**config.mk**
```make
export PLATFORM = sky130hd
export DESIGN_NAME = cmpl_irq_moderator
export DESIGN_NICKNAME = d
export VERILOG_FILES = /design/src/rtl/cim_pkg.sv /design/src/rtl/cim_regs.sv /design/src/rtl/cim_timer.sv /design/src/rtl/cmpl_irq_moderator.sv
export SDC_FILE = /design/constraint.sdc
export NUM_CORES = 1
export LEC_CHECK = 0
export ABC_AREA = 1
export BUFFER_PORTS_ARGS = -buffer_cell sky130_fd_sc_hd__buf_4
export CAP_MARGIN = 30
export CORE_MARGIN = 10
export CORE_UTILIZATION = 55
export CTS_BUF_LIST = sky130_fd_sc_hd__clkbuf_2 sky130_fd_sc_hd__clkbuf_4 sky130_fd_sc_hd__clkbuf_8
export DETAILED_ROUTE_END_ITERATION = 6
export GPL_ROUTABILITY_DRIVEN = 0
export PLACE_DENSITY = 0.73
export SETUP_SLACK_MARGIN = 0.5
export SLEW_MARGIN = 25
export SYNTH_ARGS = -nofsm -noshare
export SYNTH_HDL_FRONTEND = slang
export SYNTH_HIERARCHICAL = 1
export SYNTH_SLANG_ARGS = --single-unit
export TNS_END_PERCENT = 20
```
**constraint.sdc**
```tcl
create_clock -name clk -period 6.47 [get_ports clk]
set_clock_uncertainty 0.1 [all_clocks]
set_input_delay 1.6175 -clock clk [delete_from_list [all_inputs] [get_ports clk]]
set_output_delay 1.6175 -clock clk [all_outputs]
set_load 0.02 [all_outputs]
```
**src/rtl/cim_pkg.sv**
```systemverilog
package cim_pkg;

  typedef enum logic [1:0] {
    REG_BURST_CTL = 2'd0,
    REG_BURST_THR = 2'd1,
    REG_IDLE_CTL  = 2'd2,
    REG_IDLE_THR  = 2'd3
  } reg_sel_e;

  localparam int CTL_CLR_BIT  = 0;
  localparam int CTL_EN_BIT   = 1;
  localparam int CTL_TSEL_BIT = 2;
  localparam int CTL_W        = 3;

  typedef struct packed {
    logic en;
    logic tsel;
  } tmr_ctl_t;

  // Clear wins over enable: a control write carrying clear leaves the timer off.
  function automatic tmr_ctl_t decode_ctl(input logic [CTL_W-1:0] v);
    tmr_ctl_t c;
    c.en   = v[CTL_EN_BIT] & ~v[CTL_CLR_BIT];
    c.tsel = v[CTL_TSEL_BIT];
    return c;
  endfunction

endpackage

```
**src/rtl/cim_regs.sv**
```systemverilog
module cim_regs
  import cim_pkg::*;
#(
  parameter int THR_W   = 16,
  parameter int NUM_TMR = 2
) (
  input  logic             clk,
  input  logic             rst_n,
  input  logic             wr_en,
  input  logic [1:0]       wr_addr,
  input  logic [THR_W-1:0] wr_data,
  output tmr_ctl_t         ctl_o [NUM_TMR],
  output logic [THR_W-1:0] thr_o [NUM_TMR],
  output logic [NUM_TMR-1:0] clr_o
);

  for (genvar i = 0; i < NUM_TMR; i++) begin : g_tmr
    localparam logic [1:0] CTL_A = 2'(2 * i);
    localparam logic [1:0] THR_A = 2'(2 * i + 1);

    tmr_ctl_t         ctl_r;
    logic [THR_W-1:0] thr_r;
    logic             ctl_wr;

    assign ctl_wr   = wr_en && (wr_addr == CTL_A);
    assign clr_o[i] = ctl_wr && wr_data[CTL_CLR_BIT];
    assign ctl_o[i] = ctl_r;
    assign thr_o[i] = thr_r;

    always_ff @(posedge clk) begin
      if (!rst_n) begin
        ctl_r <= '0;
        thr_r <= '0;
      end else begin
        if (ctl_wr) ctl_r <= decode_ctl(wr_data[CTL_W-1:0]);
        if (wr_en && (wr_addr == THR_A)) thr_r <= wr_data;
      end
    end

    AST_CLR_DISABLES: assert property (@(posedge clk) disable iff (!rst_n)
      clr_o[i] |=> !ctl_r.en);
  end

endmodule

```
**src/rtl/cim_timer.sv**
```systemverilog
module cim_timer
  import cim_pkg::*;
#(
  parameter int THR_W          = 16,
  parameter bit RESTART_ON_EVT = 1'b0
) (
  input  logic             clk,
  input  logic             rst_n,
  input  tmr_ctl_t         ctl,
  input  logic [THR_W-1:0] thr,
  input  logic             clr,
  input  logic             us_tick,
  input  logic             evt,
  input  logic             pend,
  input  logic             fire,
  output logic             hit
);

  // True when one more step brings the count to the threshold.
  function automatic logic reached(input logic [THR_W-1:0] c, input logic [THR_W-1:0] t);
    return ({1'b0, c} + (THR_W+1)'(1)) >= {1'b0, t};
  endfunction

  logic [THR_W-1:0] cnt_q;
  logic             step;
  logic             restart;
  logic             zero_hit;
  logic             run_hit;

  assign step     = ctl.tsel ? us_tick : 1'b1;
  assign restart  = RESTART_ON_EVT ? evt : 1'b0;
  assign zero_hit = ctl.en && evt && (thr == '0);
  assign run_hit  = ctl.en && pend && step && !restart && reached(cnt_q, thr);
  assign hit      = zero_hit || run_hit;

  always_ff @(posedge clk) begin
    if (!rst_n) begin
      cnt_q <= '0;
    end else if (clr || fire || !pend || !ctl.en || restart) begin
      cnt_q <= '0;
    end else if (step) begin
      cnt_q <= cnt_q + 1'b1;
    end
  end

  AST_HIT_ZEROES_COUNT: assert property (@(posedge clk) disable iff (!rst_n)
    hit |=> (cnt_q == '0));
  AST_CLR_ZEROES_COUNT: assert property (@(posedge clk) disable iff (!rst_n)
    clr |=> (cnt_q == '0));

  if (RESTART_ON_EVT) begin : g_restart_chk
    AST_IDLE_RESTART: assert property (@(posedge clk) disable iff (!rst_n)
      evt |=> (cnt_q == '0));
  end

endmodule

```
**src/rtl/cmpl_irq_moderator.sv**
```systemverilog
module cmpl_irq_moderator
  import cim_pkg::*;
#(
  parameter int THR_W = 16
) (
  input  logic             clk,
  input  logic             rst_n,
  input  logic             us_tick_i,
  input  logic             cmpl_evt_i,
  input  logic             ring_hi_i,
  input  logic             wr_en,
  input  logic [1:0]       wr_addr,
  input  logic [THR_W-1:0] wr_data,
  output logic             done_o,
  output logic             ring_hi_o
);

  localparam int NUM_TMR = 2;
  localparam int BURST   = 0;
  localparam int IDLE    = 1;

  tmr_ctl_t           ctl   [NUM_TMR];
  logic [THR_W-1:0]   thr   [NUM_TMR];
  logic [NUM_TMR-1:0] clr;
  logic [NUM_TMR-1:0] hit;
  logic [NUM_TMR-1:0] en_vec;

  logic pend_q;
  logic mod_active;
  logic fire;
  logic done_q;
  logic ring_hi_q;

  cim_regs #(.THR_W(THR_W), .NUM_TMR(NUM_TMR)) u_regs (
    .clk     (clk),
    .rst_n   (rst_n),
    .wr_en   (wr_en),
    .wr_addr (wr_addr),
    .wr_data (wr_data),
    .ctl_o   (ctl),
    .thr_o   (thr),
    .clr_o   (clr)
  );

  for (genvar i = 0; i < NUM_TMR; i++) begin : g_timer
    assign en_vec[i] = ctl[i].en;
    cim_timer #(.THR_W(THR_W), .RESTART_ON_EVT(i == IDLE)) u_timer (
      .clk     (clk),
      .rst_n   (rst_n),
      .ctl     (ctl[i]),
      .thr     (thr[i]),
      .clr     (clr[i]),
      .us_tick (us_tick_i),
      .evt     (cmpl_evt_i),
      .pend    (pend_q),
      .fire    (fire),
      .hit     (hit[i])
    );
  end

  assign mod_active = |en_vec;
  assign fire       = (!mod_active && (cmpl_evt_i || pend_q)) || (|hit);

  always_ff @(posedge clk) begin
    if (!rst_n) begin
      pend_q    <= 1'b0;
      done_q    <= 1'b0;
      ring_hi_q <= 1'b0;
    end else begin
      done_q    <= fire;
      ring_hi_q <= ring_hi_i;
      if (fire)            pend_q <= 1'b0;
      else if (cmpl_evt_i) pend_q <= 1'b1;
    end
  end

  assign done_o    = done_q;
  assign ring_hi_o = ring_hi_q;

  AST_BYPASS_IMMEDIATE: assert property (@(posedge clk) disable iff (!rst_n)
    (cmpl_evt_i && !mod_active) |=> done_o);
  AST_ZERO_THR_IMMEDIATE: assert property (@(posedge clk) disable iff (!rst_n)
    (cmpl_evt_i && ctl[BURST].en && (thr[BURST] == '0)) |=> done_o);
  AST_DONE_CLEARS_PEND: assert property (@(posedge clk) disable iff (!rst_n)
    done_o |-> !pend_q);
  AST_DONE_HAS_CAUSE: assert property (@(posedge clk) disable iff (!rst_n)
    done_o |-> $past(pend_q || cmpl_evt_i));

endmodule

```
==> impl_metrics.csv <==
group,metric,value,unit
logic_synthesis,synth-seq-cells,71,
clocking,clock_sinks,71,
clocking,holdBufCountCts,0,
critical_path,r2r_start,"g_timer[0].u_timer/cnt_q[0]",
clocking,clock_path_buffers,2,
logic_synthesis,synth-edff-count,0,
clocking,cts_tree,"yes",
drt,drc,0,
timing,setup_viol,0,
drt,drt_iter0_markers,281,
floorplanning,rows,33,
floorplanning,die_x,112,um
logic_synthesis,syn-num-nets,802,
logic_synthesis,synth-seq-area-share,30.3,%
logic_synthesis,synth_ff_type,"dfxtp_1",
logic_synthesis,synth_cells,744,
finish,nFillCells,774,
floorplanning,die_y,112,um
critical_path,path_buf_inv,2,
logic_synthesis,synth_top_area_share,30.3,%
placement,placed_area,4920,um^2
pwr,p_sw,260,uW
floorplanning,initial_utilization,56.7,%
pwr,p_int,753,uW
logic_synthesis,ys_warn_count,6,
timing,layout_min_cycle_time,4.18,ns
finish,diodes,0,
critical_path,crit_required,6.64,ns
finish,area_growth,10.1,%
finish,drive_above_1_share,9.22,%
clocking,cts_htree_levels,3,
global_route,grt-ovfl-total,0,
logic_synthesis,synth_top_area_cell,"dfxtp_1",
pwr,p_per_area,196,nW/um^2
timing,period_share,64.6,%
logic_synthesis,synth.distinct_cells,34,
clocking,clock_latency,0.34,ns
drt,wl_per_cell,12.4,um
critical_path,cpPeakStageDelay,0.46,ns
logic_synthesis,ys_async_sr_fraction,0,%
clocking,cts_setup_buffers,0,
timing,drv_slew,0,
global_route,grt_antenna_before_repair,0,
global_route,grtUsageTotal,17.0,%
timing,max_clock_freq,0.239,GHz
clocking,clk_pin_slew,0.08,ns
finish,design_area,5160,um^2
floorplanning,ioPinCount,26,
logic_synthesis,syn-cell-area,4680,um^2
timing,grt_setup_unrepaired,"false",
critical_path,critical_path_arrival,4.35,ns
timing,whs,0.407,ns
critical_path,cpMostUsedCell,"nor2_1",
finish,mostFrequentLayoutCells,"185 x nand2_1, 158 x inv_1, 118 x nor2_1",
drt,drtAntennaViolNets,0,
pwr,seqPwrFrac,45.4,%
pwr,clkPwrFrac,43.4,%
drt,drt_wl_total,10.9,mm
hold_path,hp-start,"u_regs/ctl_o[2]",
status,status,"finished clean",
global_route,grt_first_pass_wirelength,18.4,mm
hold_path,hold_path_class,"reg -> reg",
clocking,clockRootBuffer,"clkbuf_8",
floorplanning,coreArea,8260,um^2
placement,port_buffers,25,
timing,finalHoldViolCount,0,
finish,nets,823,
floorplanning,dieArea,12600,um^2
timing,maxSlewHeadroom,38.6,%
critical_path,crit_fanout,13,
critical_path,cp-startpoint,"g_timer[0].u_timer/cnt_q[0]",
flow_run,drv_cap,0,
critical_path,setup.worst_path.class,"reg -> reg",
clocking,cts_buffers,9,
placement,hpwlAfterDp,8.24,mm
global_route,grt_max_degree,42,
timing,tns,0,ns
drt,viasPerCell,4.95,
clocking,ctsResizeCount,0,
drt,drt-pass1-iter-count,5,
pwr,leakage,2.81,nW
drt,num_vias,4333,
global_route,grt_pass1_vias,4184,
finish,mostFrequentLayoutCell,"nand2_1",
critical_path,slowest_stage,"nand3_1",
critical_path,worstPathCellList,"ha_1, nand3_2, nor2_1, nand3_1, xor2_1, inv_1, ha_1, a21oi_1, nor2_1, nor2_1, o21ai_0, nor2_1, nand2_1, nand2_1, nand2_1, nor2_4, nand2_2, nor3b_1, nand3_1, inv_1, o21ai_0, a21oi_1",
pwr,finalPower,1.01,mW
pwr,netSwitchingFraction,25.6,%
pwr,vdd_drop_max,0.000104,V
critical_path,critPathTopFamily,"simple AND/OR/NAND/NOR gates",
critical_path,end_kind,"register",
logic_synthesis,avgSynthCellArea,6.30,um^2
logic_synthesis,synthTopCellsByArea,"dfxtp_1 30%, nand2_1 15%, inv_1 13%",
critical_path,crit_path_start_kind,"register",
timing,tightest_slew,0.918,ns
pwr,comb_power_share,11.1,%
==> power by group through the flow <==
stage	clock network, mW	logic, mW	registers, mW
floorplan	0	0.0780	0.468
global placement	0	0.108	0.470
detailed placement	0	0.111	0.470
CTS	0.444	0.112	0.460
global route	0.461	0.130	0.462
finish	0.440	0.113	0.460
==> worst min-delay path: cells and delay by family, from the launching register on <==
family,cells,cell delay [ns]
AND/OR/NAND/NOR,1,0.09
flip-flops,1,0.34
AO/OA/AOI/OAI,1,0.05
==> stage by stage <==
step	setup WS (ns)	std cells	utilization [%]
2_1_floorplan	3.05	744	-
3_3_place_gp	2.37	859	59.6
3_5_place_dp	2.27	859	59.6
4_1_cts	2.36	875	62.5
5_1_grt	1.80	875	62.5
6_report	2.29	875	62.5
==> flip-flops by register name (all words and copies together), names as in the netlist <==
| signal | flops |
|---|---|
| g_timer.u_timer/cnt_q | 32 |
| u_regs/ctl_o | 4 |
| ring_hi_o | 1 |
| u_regs/g_tmr.thr_r | 32 |
| done_o | 1 |
| pend_q | 1 |
==> cells by family (layout without fill, tap and decap cells) <==
kind of cell	count (synthesis)	in the layout	share of synthesized area [%]
AND/OR/NAND/NOR	371	371	33.9
XOR/XNOR	21	21	4.09
flip-flops	71	71	30.3
buffers and inverters	178	204	14.9
adder cells (fa/ha/maj)	34	34	9.08
AO/OA/AOI/OAI	69	69	7.64
==> path summary, 6_finish.rpt <==
kind,to,slack (ns),depth (start not counted)
min reg2reg,u_regs/ctl_o[2],0.41,2
max,g_timer[1].u_timer/cnt_q[15],2.29,22
min,u_regs/ctl_o[2],0.41,2
max reg2reg,g_timer[1].u_timer/cnt_q[15],2.29,22
==> final cells by class <==
| class | count | area, um^2 | area share [%] |
|---|---|---|---|
| multi-input combinational | 495 | 2560 | 49.7 |
| inverter | 162 | 608 | 11.8 |
| clock buffer | 10 | 131 | 2.55 |
| clock inverter | 6 | 109 | 2.11 |
| tap | 105 | 131 | 2.55 |
| sequential | 71 | 1420 | 27.5 |
| timing repair buffer | 26 | 195 | 3.78 |
==> synth_stat cells, types with 8 or more instances <==
| master | instances |
|---|---|
| buf_2 | 10 |
| xor2_1 | 19 |
| nor3_1 | 8 |
| ha_1 | 34 |
| dfxtp_1 | 71 |
| a21oi_1 | 37 |
| nand2_1 | 185 |
| nor2_1 | 118 |
| inv_1 | 158 |
| o21ai_0 | 21 |
| nand3_1 | 23 |
==> per-layer routing <==
layer	part of all wire, %	up-vias	routed length (um)	GRT usage, %
li1	-	2284	-	-
met1	44	1940	4780	19.0
met2	51	83	5520	31.0
met3	2.8	26	309	2.66
met4	2.4	0	261	7.70
met5	0	-	0	0
Note: power is estimated with default switching activity, not from simulation.
